$ cat config.mk
export PLATFORM = sky130hd
export DESIGN_NAME = rtc_divider_top
export DESIGN_NICKNAME = d
export VERILOG_FILES = /design/src/rtl/rtc_div_pkg.sv /design/src/rtl/rtc_cfg_reg.sv /design/src/rtl/rtc_div_chain.sv /design/src/rtl/rtc_rate_tap.sv /design/src/rtl/rtc_divider_top.sv
export SDC_FILE = /design/constraint.sdc
export NUM_CORES = 1
export LEC_CHECK = 0
export ABC_AREA = 1
export ABC_CLOCK_PERIOD_IN_PS = 4750
export BUFFER_PORTS_ARGS = -buffer_cell sky130_fd_sc_hd__buf_2
export CELL_PAD_IN_SITES_DETAIL_PLACEMENT = 0
export CELL_PAD_IN_SITES_GLOBAL_PLACEMENT = 2
export CORE_MARGIN = 2
export CORE_UTILIZATION = 34
export DETAILED_ROUTE_END_ITERATION = 7
export GPL_ROUTABILITY_DRIVEN = 0
export PLACE_DENSITY_LB_ADDON = 0.1
export REMOVE_ABC_BUFFERS = 1
export SYNTH_ARGS = -nofsm -noshare
export SYNTH_HDL_FRONTEND = slang
export SYNTH_SLANG_ARGS = --single-unit
$ cat constraint.sdc
create_clock -name clk -period 4.75 [get_ports clk]
set_input_delay 0 -clock clk [delete_from_list [all_inputs] [get_ports clk]]
set_output_delay 0 -clock clk [all_outputs]
set_load 0.01 [all_outputs]
$ cat src/rtl/rtc_div_pkg.sv
package rtc_div_pkg;

    typedef enum logic [2:0] {
        CM_ALT0   = 3'b000,
        CM_ALT1   = 3'b001,
        CM_NORMAL = 3'b010,
        CM_SKIP_A = 3'b011,
        CM_SKIP_B = 3'b100,
        CM_SKIP_C = 3'b101,
        CM_HOLD_A = 3'b110,
        CM_HOLD_B = 3'b111
    } chain_mode_e;

    // Field order matches the readback layout: mode in [6:4], rate in [3:0].
    typedef struct packed {
        chain_mode_e mode;
        logic [3:0]  rate;
    } rtc_cfg_t;

    localparam logic [3:0] RATE_OFF  = 4'd0;
    localparam rtc_cfg_t   CFG_RESET = '{mode: CM_NORMAL, rate: RATE_OFF};

    function automatic logic mode_is_hold(input chain_mode_e m);
        return (m == CM_HOLD_A) || (m == CM_HOLD_B);
    endfunction

    // Number of low counter stages skipped for a given mode.
    function automatic int unsigned skip_stages(input chain_mode_e m,
                                                input int unsigned stages);
        case (m)
            CM_SKIP_A: return stages / 3;
            CM_SKIP_B: return (2 * stages) / 3;
            CM_SKIP_C: return stages;
            default:   return 0;
        endcase
    endfunction

    // Counter stage tapped by a rate code; codes 1 and 2 alias codes 8 and 9.
    function automatic int unsigned tap_stage(input logic [3:0] rate);
        int unsigned r;
        r = {28'd0, rate};
        if (r < 3) return r + 5;
        return r - 2;
    endfunction

endpackage

$ cat src/rtl/rtc_cfg_reg.sv
module rtc_cfg_reg
    import rtc_div_pkg::*;
(
    input  logic       clk,
    input  logic       rst,
    input  logic       we,
    input  logic [6:0] wdata,
    output rtc_cfg_t   cfg
);

    rtc_cfg_t cfg_q;

    always_ff @(posedge clk) begin
        if (rst) begin
            cfg_q <= CFG_RESET;
        end else if (we) begin
            cfg_q <= rtc_cfg_t'(wdata);
        end
    end

    assign cfg = cfg_q;

endmodule

$ cat src/rtl/rtc_div_chain.sv
module rtc_div_chain
    import rtc_div_pkg::*;
#(
    parameter int unsigned STAGES  = 15,
    parameter int unsigned UIP_LEN = 8
) (
    input  logic              clk,
    input  logic              rst,
    input  logic              tb_en,
    input  chain_mode_e       mode,
    output logic [STAGES-1:0] cnt_o,
    output logic [STAGES-1:0] cnt_nxt_o,
    output logic              adv_o,
    output logic              sec_o,
    output logic              uip_o
);

    localparam int unsigned       SW        = STAGES + 1;
    localparam logic [STAGES-1:0] HALF      = STAGES'(1) << (STAGES - 1);
    localparam logic [STAGES-1:0] UIP_START = ~STAGES'(UIP_LEN - 1);

    logic [STAGES-1:0] cnt_q;
    logic [SW-1:0]     inc;
    logic [SW-1:0]     sum;
    logic              hold;
    logic              sec_q;

    always_comb begin
        hold = mode_is_hold(mode);
        inc  = SW'(1) << skip_stages(mode, STAGES);
        sum  = {1'b0, cnt_q} + inc;
    end

    always_ff @(posedge clk) begin
        if (rst) begin
            cnt_q <= '0;
            sec_q <= 1'b0;
        end else begin
            sec_q <= 1'b0;
            if (hold) begin
                cnt_q <= HALF;
            end else if (tb_en) begin
                cnt_q <= sum[STAGES-1:0];
                sec_q <= sum[STAGES];
            end
        end
    end

    assign cnt_o     = cnt_q;
    assign cnt_nxt_o = sum[STAGES-1:0];
    assign adv_o     = tb_en && !hold;
    assign sec_o     = sec_q;
    assign uip_o     = !hold && (cnt_q >= UIP_START);

endmodule

$ cat src/rtl/rtc_rate_tap.sv
module rtc_rate_tap
    import rtc_div_pkg::*;
#(
    parameter int unsigned STAGES = 15
) (
    input  logic              clk,
    input  logic              rst,
    input  logic [3:0]        rate,
    input  logic [STAGES-1:0] cnt,
    input  logic [STAGES-1:0] cnt_nxt,
    input  logic              adv,
    input  logic              sqw_en,
    output logic              tick_o,
    output logic              sqw_o
);

    logic [STAGES-1:0] rise;
    logic              sel;
    logic              tick_d;
    logic              tick_q;
    logic              sqw_q;
    int unsigned       tap;

    for (genvar s = 0; s < STAGES; s++) begin : g_rise
        assign rise[s] = ~cnt[s] & cnt_nxt[s];
    end

    always_comb begin
        tap = tap_stage(rate);
        sel = 1'b0;
        for (int unsigned k = 0; k < STAGES; k++) begin
            if (k == tap) sel = rise[k];
        end
        tick_d = adv && (rate != RATE_OFF) && sel;
    end

    always_ff @(posedge clk) begin
        if (rst) begin
            tick_q <= 1'b0;
            sqw_q  <= 1'b0;
        end else begin
            tick_q <= tick_d;
            if (!sqw_en) begin
                sqw_q <= 1'b0;
            end else if (tick_d) begin
                sqw_q <= ~sqw_q;
            end
        end
    end

    assign tick_o = tick_q;
    assign sqw_o  = sqw_q;

endmodule

$ cat src/rtl/rtc_divider_top.sv
module rtc_divider_top
    import rtc_div_pkg::*;
#(
    parameter int unsigned STAGES  = 15,
    parameter int unsigned UIP_LEN = 8
) (
    input  logic       clk,
    input  logic       rst,
    input  logic       tb_en,
    input  logic       cfg_we,
    input  logic [7:0] cfg_wdata,
    output logic [7:0] cfg_rdata,
    input  logic       sqw_en,
    output logic       tick_o,
    output logic       sec_o,
    output logic       sqw_o,
    output logic       uip_o
);

    rtc_cfg_t          cfg;
    logic [STAGES-1:0] cnt;
    logic [STAGES-1:0] cnt_nxt;
    logic              adv;
    logic              uip;
    logic              unused_wbit;

    assign unused_wbit = cfg_wdata[7];

    rtc_cfg_reg u_cfg (
        .clk   (clk),
        .rst   (rst),
        .we    (cfg_we),
        .wdata (cfg_wdata[6:0]),
        .cfg   (cfg)
    );

    rtc_div_chain #(
        .STAGES  (STAGES),
        .UIP_LEN (UIP_LEN)
    ) u_chain (
        .clk       (clk),
        .rst       (rst),
        .tb_en     (tb_en),
        .mode      (cfg.mode),
        .cnt_o     (cnt),
        .cnt_nxt_o (cnt_nxt),
        .adv_o     (adv),
        .sec_o     (sec_o),
        .uip_o     (uip)
    );

    rtc_rate_tap #(
        .STAGES (STAGES)
    ) u_tap (
        .clk     (clk),
        .rst     (rst),
        .rate    (cfg.rate),
        .cnt     (cnt),
        .cnt_nxt (cnt_nxt),
        .adv     (adv),
        .sqw_en  (sqw_en),
        .tick_o  (tick_o),
        .sqw_o   (sqw_o)
    );

    assign uip_o     = uip;
    assign cfg_rdata = {uip, cfg.mode, cfg.rate};

endmodule

==> results of run 1 <==
## Yosys cell counts
master	count	share of area (%)
nand2_1	69	12
inv_1	49	8.6
nor2_1	35	6.2
a21oi_1	30	7.0
nand3_1	26	6.1
dfxtp_1	25	23
ha_1	20	12
o21ai_0	15	3.5
nor3_1	7	1.6
nand2_2	6	1.8
xor2_1	6	2.5
clkbuf_1	4	0.70
nand2_4	4	2.1
o211ai_1	4	1.4
nand4_1	3	0.88
o21bai_1	3	1.1
a211oi_1	2	0.70
nand3_2	2	0.94
nand3b_1	2	0.70
o21a_1	2	0.70
o21ai_1	2	0.47
xnor2_1	2	0.82
a21boi_1	1	0.35
a21oi_2	1	0.41
buf_4	1	0.35
clkinv_4	1	0.41
conb_1	1	0.18
fa_1	1	0.94
nor2_2	1	0.29
nor2_4	1	0.53
nor3b_1	1	0.35
nor4_1	1	0.29
o2111ai_1	1	0.41
o31ai_1	1	0.35
## path summary, 6_finish.rpt
check                     endpoint        startpoint  slack (ps)  depth (start not counted)
setup / recovery       u_tap.sqw_o      u_cfg.cfg[6]        1540                         19
hold / removal        u_cfg.cfg[2]      cfg_wdata[2]           4                          3
setup reg to reg       u_tap.sqw_o      u_cfg.cfg[6]        1540                         19
hold reg to reg   u_chain.cnt_o[5]  u_chain.cnt_o[5]         510                          2
## through the flow
step	setup WS, ps	total power, mW	instance area, um^2
after CTS	1571	0.6251	2450
after global routing	1183	0.6710	2450
final	1538	0.6151	2450
after floorplan	2045	0.4286	2156
after global placement	1606	0.4860	2365
after detailed placement	1599	0.4858	2365
## cell families (layout without fill, tap and decap cells)
family / Yosys count / in the layout / synth area share, %
xor+xnor: 8 / 8 / 3.285
compound gates: 62 / 62 / 16.42
other cells: 1 / 13 / 0.1758
simple gates: 158 / 158 / 33.90
buf+inv: 55 / 81 / 10.09
flops: 25 / 25 / 23.46
fa+ha+maj: 21 / 21 / 12.67
## report_power, final
part	internal [mW]	switching, mW	leakage (nW)
Combinational	0.0893	0.147	1.07
Sequential	0.228	0.0201	0.207
Clock	0.0601	0.0715	0.0228
## routing by layer
layer	share of wire (%)	up-vias	global-route usage [%]
met5	0	-	0
met2	45	31	27.57
met4	0.99	0	4.173
met3	2.7	4	1.193
met1	52	862	20.93
li1	-	1154	-
## layout make-up
class                   instances  area (um^2)
fillers                       657         3541
flip-flops and latches         25        500.5
clock buffers                   4        45.04
repair buffers                 27        155.1
well taps                      75        93.84
inverters                      50        192.7
multi-input cells             262         1463
## timing repair
action,4_1_cts,5_1_grt
hold buffers,4,0
buffers inserted,0,0
endpoints found under the setup margin,0,0
endpoints found under the hold margin,4,0
## registers in the layout (all words and copies together), names as in the netlist
register,flops
u_tap.tick_o,1
u_chain.cnt_o,15
u_chain.sec_o,1
u_tap.sqw_o,1
u_cfg.cfg,7
## critical path: cells and delay by family (launching register included)
kind,cells,cell delay (ps)
adders and majority gates,2,710
buffers and inverters,1,80
and+or+nand+nor,13,1460
AOI/OAI and AO/OA,3,470
DFF,1,390
==> impl_metrics.ini, run 1 <==
[yosys]
postSynthRegisterBits = 25
syn-instance-count = 330
ys_warn_count = 0
synth.distinct_cells = 34
netlist_area_mm2 = 0.002133
syn_area_per_cell_um2 = 6.465
yosysSeqAreaShare_pct = 23.46

[job]
drv_cap = 0

[die]
core_mm2 = 0.005991
die_width_um = 83.21
fp-row-count = 28
die_h_um = 83.21
io_pins = 25
die_area_mm2 = 0.006924
start_util_pct = 35.61

[clock_network]
cts_root_buf = clkbuf_8
cts_htree_levels = 1
cts_max_path_buffers = 2
cts_tree = done
cts_resized = 0
clkTransAtPathRegs_ps = 90
clk_latency_ps = 270
cts_made_buffers = 3
cts.sink_count = 25

[route]
wl_per_cell_um = 12.06
vias_per_cell = 4.630
drc = 0
drt_iter0_drc = 58
vias = 2051
firstDrtPassIters = 4
wirelength_um = 5341
drtAntennaViolNets = 0

[worst_setup_path]
cpMaxStageDelayCell = fa_1
end_kind = register
critPathMaxStageDelay_ps = 440
worstSetupStartpointType = register
cp_cell_sequence = inv_1, nor3_1, nor3_1, ha_1, fa_1, nand3_1, nand2_1, nand2_1, nand2_1, a21oi_2, o21ai_1, nand3_1, nand2_1, nand2_1, nand3_1, a21oi_1, nand2_2, nor2_1, nor2_1
crit_top_cell = nand2_1
crit_arrival_ps = 3390
cp.required_ps = 4930
crit_type = reg -> reg
cp_max_fo = 4

[sta]
fin_crit_ps = 3212
finalMaxSlewViolations = 0
clock-skew-final_ps = 5.273
holdWs_ps = 3.870
rsz0062_at_grt = no
fmax_ghz = 0.3113
setup_viol = 0
relSlewSlack_pct = 55.32
fin_crit_sh_pct = 67.62
hold_viol = 0
setup-tns-final_ps = 0
tightest_slew_ps = 667.7

[cells_and_area]
mostFrequentLayoutCells = nand2_1, inv_1, nor2_1
final_core_util_pct = 40.89
final_nets = 403
diodes = 0
area_delta_synth_final_pct = 14.84
post_route_cells_drive_above_1_share_pct = 11.41
final_common_cell = nand2_1
layoutNonFillerInstCount = 443

[pwr]
powerDensity_mw_per_mm2 = 251.1
p_leak_nw = 1.300
ir_drop_uv = 108.2

[status]
outcome = finished clean

[placement]
dp.cells = 435
numPortBuffers = 23
hpwl_um = 4261

[global_route]
grt_max_degree = 17
grt_usage_pct = 15.80
grt_overflow = 0
grt_pass1_wl_um = 8983
grt_pass1_vias = 1953
antenna_found_initial = 0

[worst_hold_path]
hold_class = in -> reg
Note: power is estimated with default switching activity, not from simulation.
==> inputs of run 2 (changes only) <==
- ABC_CLOCK_PERIOD_IN_PS: 4750 -> 2900
- CORE_UTILIZATION: 34 -> 29
- clock period: 4.75 -> 2.9 ns (I/O delays scaled with it)
==> impl_metrics.ini, run 2 (synthesized netlist as in run 1, its figures left out) <==
[pwr]
p_total_mw = 1.046
powerDensity_mw_per_mm2 = 397.2
ir_drop_uv = 160.8
p_leak_nw = 1.364

[worst_hold_path]
hold_class = in -> reg

[cells_and_area]
final_nets = 413
mostFrequentLayoutCells = nand2_1, inv_1, nor2_1
largest_reg_flops = 15
fin_area_mm2 = 0.002633
post_route_cells_drive_above_1_share_pct = 17.72
diodes = 0
final_common_cell = nand2_1
area_delta_synth_final_pct = 23.40

[global_route]
antenna_found_initial = 0
grt_max_degree = 17
grt_overflow = 0
grt_pass1_vias = 1983
grt_usage_pct = 14.50
grt_pass1_wl_um = 9563

[worst_setup_path]
worstSetupStartpointType = register
crit_arrival_ps = 2860
cp_max_fo = 3
cp.required_ps = 3080
crit_type = reg -> reg
end_kind = register

[die]
die_h_um = 89.77
start_util_pct = 29.73
core_mm2 = 0.007176
io_pins = 25
fp-row-count = 31
die_width_um = 89.77
die_area_mm2 = 0.008059

[route]
vias = 2153
drtAntennaViolNets = 0
wl_per_cell_um = 11.96
firstDrtPassIters = 4
wirelength_um = 5706
drt_iter0_drc = 58
drc = 0
vias_per_cell = 4.514

[job]
drv_cap = 0

[placement]
dpl_cell_area_mm2 = 0.002447
hpwl_um = 4544
numPortBuffers = 23
dp_slack_ps = -35.95

[sta]
finalMaxSlewViolations = 0
fin_crit_ps = 2677
clock-skew-final_ps = 4.245
holdWs_ps = 4.049
setup_viol = 0
fmax_ghz = 0.3735
relSlewSlack_pct = 65.33
fin_crit_sh_pct = 92.31
hold_viol = 0
tightest_slew_ps = 519.5
layout_setup_ws_ps = 222.9

[clock_network]
cts.sink_count = 25
clk_latency_ps = 270
cts_max_path_buffers = 2
cts_made_buffers = 3
cts_tree = done
cts_htree_levels = 1
clkTransAtPathRegs_ps = 100
cts_root_buf = clkbuf_8

[status]
outcome = finished clean
-- run 2: cell count changes in the layout (fill, tap and decap cells not counted), sizes merged --
cell and change:
buf +8, clkbuf -1, clkinv +1, dlygate4sd3 +2
-- run 2: worst paths after layout --
| kind | depth (start not counted) | from | end | slack, ps |
|---|---|---|---|---|
| worst max-delay path | 19 | u_cfg.cfg[6] | u_tap.sqw_o | 220 |
| worst max register to register | 19 | u_cfg.cfg[6] | u_tap.sqw_o | 220 |
| worst min-delay path | 3 | cfg_wdata[3] | u_cfg.cfg[3] | 4 |
| worst min register to register | 2 | u_chain.cnt_o[5] | u_chain.cnt_o[5] | 520 |
-- run 2: final cells by class --
type	instances	area, um^2
clock inverters	1	5.005
flip-flops and latches	25	503.0
repair buffers	37	235.2
fillers	797	4543
clock buffers	3	41.29
multi-input cells	262	1531
inverters	50	192.7
well taps	99	123.9
-- run 2: worst max-delay path: stages (launching register included) --
cell,delay (ps)
dfxtp_1,330
buf_4,140
nor2_2,160
nor3_2,80
ha_2,210
fa_2,350
nand3_1,110
nand2_1,80
nand2_1,70
nand2_2,90
a21oi_4,210
o21ai_2,100
xnor2_1,230
o21ai_1,90
nand2_1,70
nand2_1,60
nand2_2,90
nand2_2,40
nand2_1,50
nor2_1,30
-- run 2: repair_timing --
action	in CTS	in global routing
gates resized for setup	1	19
hold endpoints to repair	6	0
hold buffers	6	0
pin swaps	0	4
setup buffers	0	1
endpoints found under the setup margin	1	3
-- run 2: per-stage QoR --
step                utilization (%)  TNS (ps)  std cells
detailed placement            34.11    -35.95        466
CTS                           35.66         0        476
global placement              34.11         0        466
floorplan                         -         0        337
global route                  36.69    -13.89        477
finish                        36.69         0        477
-- run 2: report_power, final --
part	switching (mW)	total, mW	internal [mW]
logic	0.258	0.418	0.161
registers	0.0352	0.409	0.373
clock network	0.122	0.219	0.0964
-- run 2: routing by layer --
layer	GRT usage, %	wire length [um]	vias to the layer above	share of wire [%]
met5	0	0	-	0
met4	3.846	49	0	0.86
met3	1.341	137	4	2.4
met2	25.00	2650	39	46
met1	19.49	2869	948	50
li1	-	-	1162	-
==> inputs of run 3 (changes only) <==
- CORE_MARGIN: 2 -> unset
- REMOVE_ABC_BUFFERS: 1 -> unset
==> impl_metrics.ini, run 3 (synthesized netlist as in run 1, its figures left out) <==
[clock_network]
cts.sink_count = 25
clkTransAtPathRegs_ps = 100
clk_latency_ps = 280
cts_htree_levels = 1
cts_max_path_buffers = 2
cts_tree = done
cts_root_buf = clkbuf_8
cts_made_buffers = 3

[route]
drt_iter0_drc = 73
drtAntennaViolNets = 0
firstDrtPassIters = 4
drc = 0
wirelength_um = 5634
vias = 2107
vias_per_cell = 4.436
wl_per_cell_um = 11.86

[die]
io_pins = 25
core_mm2 = 0.006944
die_width_um = 87.77
die_h_um = 87.77
fp-row-count = 30
die_area_mm2 = 0.007704
start_util_pct = 30.72

[worst_setup_path]
crit_arrival_ps = 2880
cp_num_buf_inv = 0
end_kind = register
cp.required_ps = 3090
crit_top_cell = nand2_1
cp_max_fo = 6
critPathTopFamily = simple AND/OR/NAND/NOR gates
critPathMaxStageDelay_ps = 390
cpMaxStageDelayCell = dfxtp_4
crit_type = reg -> reg
cp_cell_sequence = nor3_4, nor3_2, ha_2, fa_2, nand3_2, nand2_1, nand2_1, nand2_2, a21oi_2, xor2_1, o21ai_0, nand2_1, nand2_1, nand2_1, nand2_1, nand2_2, nand2_2, nand2_1, nor2_1
worstSetupStartpointType = register

[sta]
clock-skew-final_ps = 9.002
finalMaxSlewViolations = 0
hold_viol = 0
fmax_ghz = 0.3718
setup_viol = 0
fin_crit_sh_pct = 92.74
tightest_slew_ps = 498.5
setup-tns-final_ps = 0
fin_crit_ps = 2689
relSlewSlack_pct = 66.73

[job]
drv_cap = 0

[status]
outcome = finished clean

[pwr]
ir_drop_uv = 159.0
powerDensity_mw_per_mm2 = 396.9
p_leak_nw = 1.374

[cells_and_area]
final_common_cell = nand2_1
mostFrequentLayoutCells = nand2_1, inv_1, nor2_1
area_delta_synth_final_pct = 24.46
largest_reg_flops = 15
post_route_cells_drive_above_1_share_pct = 18.73
n_fill_cell = 806
final_nets = 414
diodes = 0
final_core_util_pct = 38.23

[worst_hold_path]
hold_class = in -> reg

[global_route]
grt_usage_pct = 15.95
grt_pass1_wl_um = 9494
antenna_found_initial = 0
grt_pass1_vias = 2038
grt_overflow = 0
grt_max_degree = 17

[placement]
hpwl_um = 4523
numPortBuffers = 23
-- run 3: metrics by stage --
stage	hold slack (ps)	power (mW)	instances	area, um^2	worst slack, ps
2_1_floorplan	69.07	0.7054	342	2178	195.3
3_3_place_gp	213.1	0.8124	463	2444	-44.43
3_5_place_dp	215.7	0.8114	463	2444	-86.15
4_1_cts	0.1268	1.050	473	2562	4.822
5_1_grt	23.17	1.143	475	2655	-25.65
6_report	10.15	1.054	475	2655	210.6
-- run 3: worst register-to-register path, delay by kind of cell (launching register included) --
family / cells / cell delay, ps
adder cells (fa/ha/maj): 2 / 610
XOR/XNOR: 1 / 220
AND/OR/NAND/NOR: 14 / 1060
flip-flops: 1 / 390
AO/OA/AOI/OAI: 2 / 310
-- run 3: cell type report --
type	instances	area (um^2)	share of cell area, %
multi-input cells	262	1540	58.01
flip-flops and latches	25	509.2	19.18
repair buffers	38	246.5	9.284
inverters	50	192.7	7.257
well taps	96	120.1	4.524
clock buffers	3	41.29	1.555
clock inverters	1	5.005	0.1885
-- run 3: final timing paths --
check / from / to / slack [ps] / depth (start not counted)
max: u_cfg.cfg[5] / u_tap.sqw_o / 210 / 19
min: cfg_wdata[3] / u_cfg.cfg[3] / 10 / 3
max reg2reg: u_cfg.cfg[5] / u_tap.sqw_o / 210 / 19
min reg2reg: u_chain.cnt_o[5] / u_chain.cnt_o[5] / 520 / 2
-- run 3: what timing repair did --
action,CTS,global route
pin swaps,1,11
gates resized for setup,4,22
hold endpoints to repair,6,0
setup endpoints to repair,1,2
hold buffers,6,0
buffers inserted,0,2
-- run 3: power by group --
group / total [mW] / internal (mW) / switching, mW
Combinational: 0.423 / 0.165 / 0.259
Sequential: 0.409 / 0.373 / 0.0363
Clock: 0.221 / 0.0965 / 0.125
-- run 3: routing by layer --
metal  global-route usage [%]  up-vias  share of wire, %
met1                    21.65      910                51
met4                    4.024        0              0.99
met3                    1.414        5               1.6
li1                         -     1167                 -
met2                    27.13       25                46
met5                        0        -                 0
